**src/rtl/cw_resolver.sv**
```systemverilog
module cw_resolver #(
  parameter int P  = 4,
  parameter int AW = 3,
  parameter int DW = 8
) (
  input  logic            clk,
  input  logic            rst_n,
  input  logic [1:0]      mode,
  input  logic [P-1:0]    req_valid,
  input  logic [P*AW-1:0] req_addr,
  input  logic [P*DW-1:0] req_data,
  output logic [P-1:0]    grant,
  output logic            viol,
  input  logic [AW-1:0]   rd_addr,
  output logic [DW-1:0]   rd_data
);
  localparam int WORDS = 1 << AW;
  localparam int PW    = (P > 1) ? $clog2(P) : 1;

  logic [DW-1:0] mem [WORDS];
  logic [PW-1:0] ptr;
  logic [P-1:0]  shared, mismatch, lower, ahead;

  always_comb begin
    for (int i = 0; i < P; i++) begin
      shared[i]   = 1'b0;
      mismatch[i] = 1'b0;
      lower[i]    = 1'b0;
      ahead[i]    = 1'b0;
      for (int j = 0; j < P; j++) begin
        if (j != i && req_valid[i] && req_valid[j] &&
            req_addr[j*AW +: AW] == req_addr[i*AW +: AW]) begin
          shared[i] = 1'b1;
          if (req_data[j*DW +: DW] != req_data[i*DW +: DW]) mismatch[i] = 1'b1;
          if (j < i) lower[i] = 1'b1;
          if (((j + P - int'(ptr)) % P) < ((i + P - int'(ptr)) % P)) ahead[i] = 1'b1;
        end
      end
    end
  end

  always_comb begin
    case (mode)
      2'b00:   grant = req_valid & ~shared;
      2'b01:   grant = req_valid & ~mismatch;
      2'b10:   grant = req_valid & ~ahead;
      default: grant = req_valid & ~lower;
    endcase
  end

  assign viol = (mode == 2'b00) ? |(req_valid & shared) :
                (mode == 2'b01) ? |(req_valid & mismatch) : 1'b0;

  assign rd_data = mem[rd_addr];

  always_ff @(posedge clk or negedge rst_n) begin
    if (!rst_n) begin
      for (int w = 0; w < WORDS; w++) mem[w] <= '0;
      ptr <= '0;
    end else begin
      for (int i = 0; i < P; i++)
        if (grant[i]) mem[req_addr[i*AW +: AW]] <= req_data[i*DW +: DW];
      if (mode == 2'b10 && |grant)
        ptr <= (int'(ptr) == P - 1) ? '0 : ptr + 1'b1;
    end
  end
endmodule

```
**config.mk**
```make
export PLATFORM = sky130hd
export DESIGN_NAME = cw_resolver
export DESIGN_NICKNAME = d
export VERILOG_FILES = /design/src/rtl/cw_resolver.sv
export SDC_FILE = /design/constraint.sdc
export NUM_CORES = 1
export LEC_CHECK = 0
export BUFFER_PORTS_ARGS = -buffer_cell sky130_fd_sc_hd__buf_4
export CAP_MARGIN = 40
export CELL_PAD_IN_SITES_DETAIL_PLACEMENT = 0
export CELL_PAD_IN_SITES_GLOBAL_PLACEMENT = 1
export CORE_ASPECT_RATIO = 1.25
export CORE_UTILIZATION = 47
export DETAILED_ROUTE_END_ITERATION = 12
export PLACE_DENSITY_LB_ADDON = 0.1
export SLEW_MARGIN = 30
export SYNTH_ARGS = -nofsm -noshare
export SYNTH_HDL_FRONTEND = slang
export SYNTH_SLANG_ARGS = --single-unit
```
**constraint.sdc**
```tcl
create_clock -name clk -period 3.3 [get_ports clk]
set_input_delay 0.33 -clock clk [delete_from_list [all_inputs] [get_ports clk]]
set_output_delay 0.33 -clock clk [all_outputs]
set_load 0.01 [all_outputs]
```
==> flow_metrics.tcl <==
set metrics [dict create \
    run_status "complete, no violations" \
    crit_slowest_cell "a211oi_2" \
    post_drt_wl_per_cell_um 24.7 \
    grt_pass1_vias 6236 \
    vias 6249 \
    htree_num_levels 3 \
    syn_avg_cell_area_um2 8.97 \
    dr.first_iter.drc_count 447 \
    syn_to_final_growth_pct 18.2 \
    gp_congestion 0.899 \
    start_kind "flop" \
    cts_made_buffers 9 \
    grt_pass1_wl_um 36700 \
    ios 68 \
    fillers 1239 \
    period_share_pct 91.6 \
    critPathKind "reg2reg" \
    drive_above_1_share_pct 23.7 \
    yosysWarnings 0 \
    period_needed_ns 3.02 \
    final_common_cell "buf_4" \
    drv_cap 0 \
    fmax_mhz 331 \
    design_area_mm2 0.00769 \
    port_buffers 67 \
    ant_nets 0 \
    synth_ff_type "dfrtp_1" \
    routed_wl_um 23800 \
    crit_fanout 8 \
    path_cells "inv_1 -> ha_1 -> or3b_1 -> a41oi_4 -> a21oi_2 -> buf_4 -> a211oi_2 -> nand2_1 -> o211ai_1" \
    num_antenna_cells 0 \
    synth-seq-cells 66 \
    tightest_slew_ns 0.860 \
    final.setup.tns_ns 0 \
    power_density_mw_per_mm2 458 \
    end_kind "flop" \
    cts_tree "done" \
    irDropWorstVdd_uv 311 \
    grt_overflow 0 \
    required_ns 3.54 \
    syn-instance-count 725 \
    synthArstFlopShare_pct 100 \
    grt_antenna_before_repair 0 \
    mostFrequentLayoutCells "buf_4, nand2_1, nor2_1" \
    max_slew_margin_pct 42.6 \
    synthDistinctLibCells 58 \
    max_stage_delay_ns 0.65 \
    cp.arrival_ns 3.26 \
    dpl_cell_area_mm2 0.00737 \
    rsz0062_at_grt "no" \
    grt_max_degree 37 \
    cts_resized 0 \
    dieHeight_um 134 \
    start_util_pct 48.7 \
    cts.sink_count 66 \
    syn-num-nets 790 \
    synth_area_mm2 0.00650 \
    final_nets 854 \
    hold_viol_final 0 \
    die-area_mm2 0.0143 \
    fin_skew_ns 0.00572 \
    drc 0 \
    insertion_delay_ns 0.33 \
    min_path_type "in2reg" \
    setup_violations 0 \
    dr.pass1.iters 6 \
    cts_setup_buffers 0 \
    vias_per_cell 6.48 \
    instances_no_fill 965 \
    cts_buffer_depth 2 \
    coreArea_mm2 0.0133 \
    root_buffer "clkbuf_16" \
    maxSlewViolCount 0 \
    dp.cells 947 \
    clkTransAtPathRegs_ns 0.06 \
    synth_edf_count 0 \
    die_w_um 107 \
    rows 47 \
    yosysSeqAreaShare_pct 25.4 \
    hpwl_um 17800 \
    grt.total_usage_pct 34.5 \
    p_leak_nw 3.23 \
]
-- cell families after synthesis --
group                    Yosys count  synth area share (%)
buffers and inverters             73                  5.40
AND/OR/NAND/NOR                  238                  18.7
multiplexers                      90                  17.1
flip-flops                        66                  25.4
AO/OA/AOI/OAI                    182                  22.6
adder cells (fa/ha/maj)           10                  1.92
XOR/XNOR                          66                  8.89
-- layout make-up --
cell class              count  area [um^2]  share of cell area [%]
clock inverters             4         50.0                   0.651
well taps                 171          214                    2.78
multi-input cells         586         4560                    59.4
flip-flops and latches     66         1650                    21.5
inverters                  10         37.5                   0.488
clock buffers              12          256                    3.34
repair buffers            116          916                    11.9
-- power by group --
| group | switching, mW | total, mW | leakage, nW | internal, mW |
|---|---|---|---|---|
| sequential | 0.160 | 1.22 | 0.815 | 1.06 |
| combinational | 0.670 | 1.30 | 2.27 | 0.627 |
| clock | 0.378 | 1.00 | 0.145 | 0.625 |
-- through the flow --
stage	power [mW]	setup WS (ns)	hold WS (ns)	util (%)
final	3.52	0.278	0.357	57.6
after detailed placement	2.52	0.154	0.298	55.2
after global routing	3.69	0.0862	0.362	57.6
after CTS	3.52	0.313	0.355	57.6
after floorplan	2.03	0.438	0.0344	-
after global placement	2.47	0.0263	0.506	54.8
-- state kept, by name, indices dropped and copies added (netlist names) --
name,flops
mem,64
ptr,2
-- cells in the mapped netlist (4+ instances only) --
cell type,count,area [um^2]
nand3b_1,5,37.5
nand3_1,5,25.0
nand2_1,89,334
ha_1,10,125
xor2_1,18,158
o211ai_1,66,495
mux4_2,16,360
nand2b_1,15,93.8
dfrtp_1,66,1650
a21oi_1,5,25.0
o21ai_1,7,35.0
a2111oi_2,5,75.1
inv_1,10,37.5
xnor2_1,48,420
mux2i_1,64,641
mux2_2,9,101
buf_1,4,15.0
o21ai_0,6,30.0
nand4_1,15,93.8
a22oi_1,67,503
clkbuf_1,13,48.8
nor4_2,8,100
nor4_4,5,106
nor2_1,78,293
buf_2,41,205
-- per-layer routing --
metal  vias to the layer above  GRT usage (%)  wire length, um
met1                      3035           41.2             8910
li1                       2821              -                -
met2                       322           59.6            12200
met5                         -              0                0
met3                        71           4.65             1490
met4                         0           18.1             1220
-- what timing repair did --
item,in CTS,in global routing
hold buffers,1,0
endpoints found under the setup margin,0,0
endpoints found under the hold margin,30,0
-- worst paths after layout --
check	from	end	slack (ns)	depth (start not counted)
max in group asynchronous	rst_n	mem[53]	2.25	3
setup reg to reg	ptr[0]	mem[56]	0.28	9
min in group asynchronous	rst_n	mem[31]	0.47	2
setup / recovery	ptr[0]	mem[56]	0.28	9
hold reg to reg	mem[18]	mem[18]	0.58	2
hold / removal	req_data[9]	mem[9]	0.36	3
-- worst max-delay path, delay by kind of cell, from the launching register on --
| family | cells | cell delay [ns] |
|---|---|---|
| DFF | 1 | 0.44 |
| buffers and inverters | 2 | 0.29 |
| AOI/OAI and AO/OA | 4 | 1.29 |
| and+or+nand+nor | 2 | 0.55 |
| adders and majority gates | 1 | 0.34 |
Note: power is estimated with default switching activity, not from simulation.
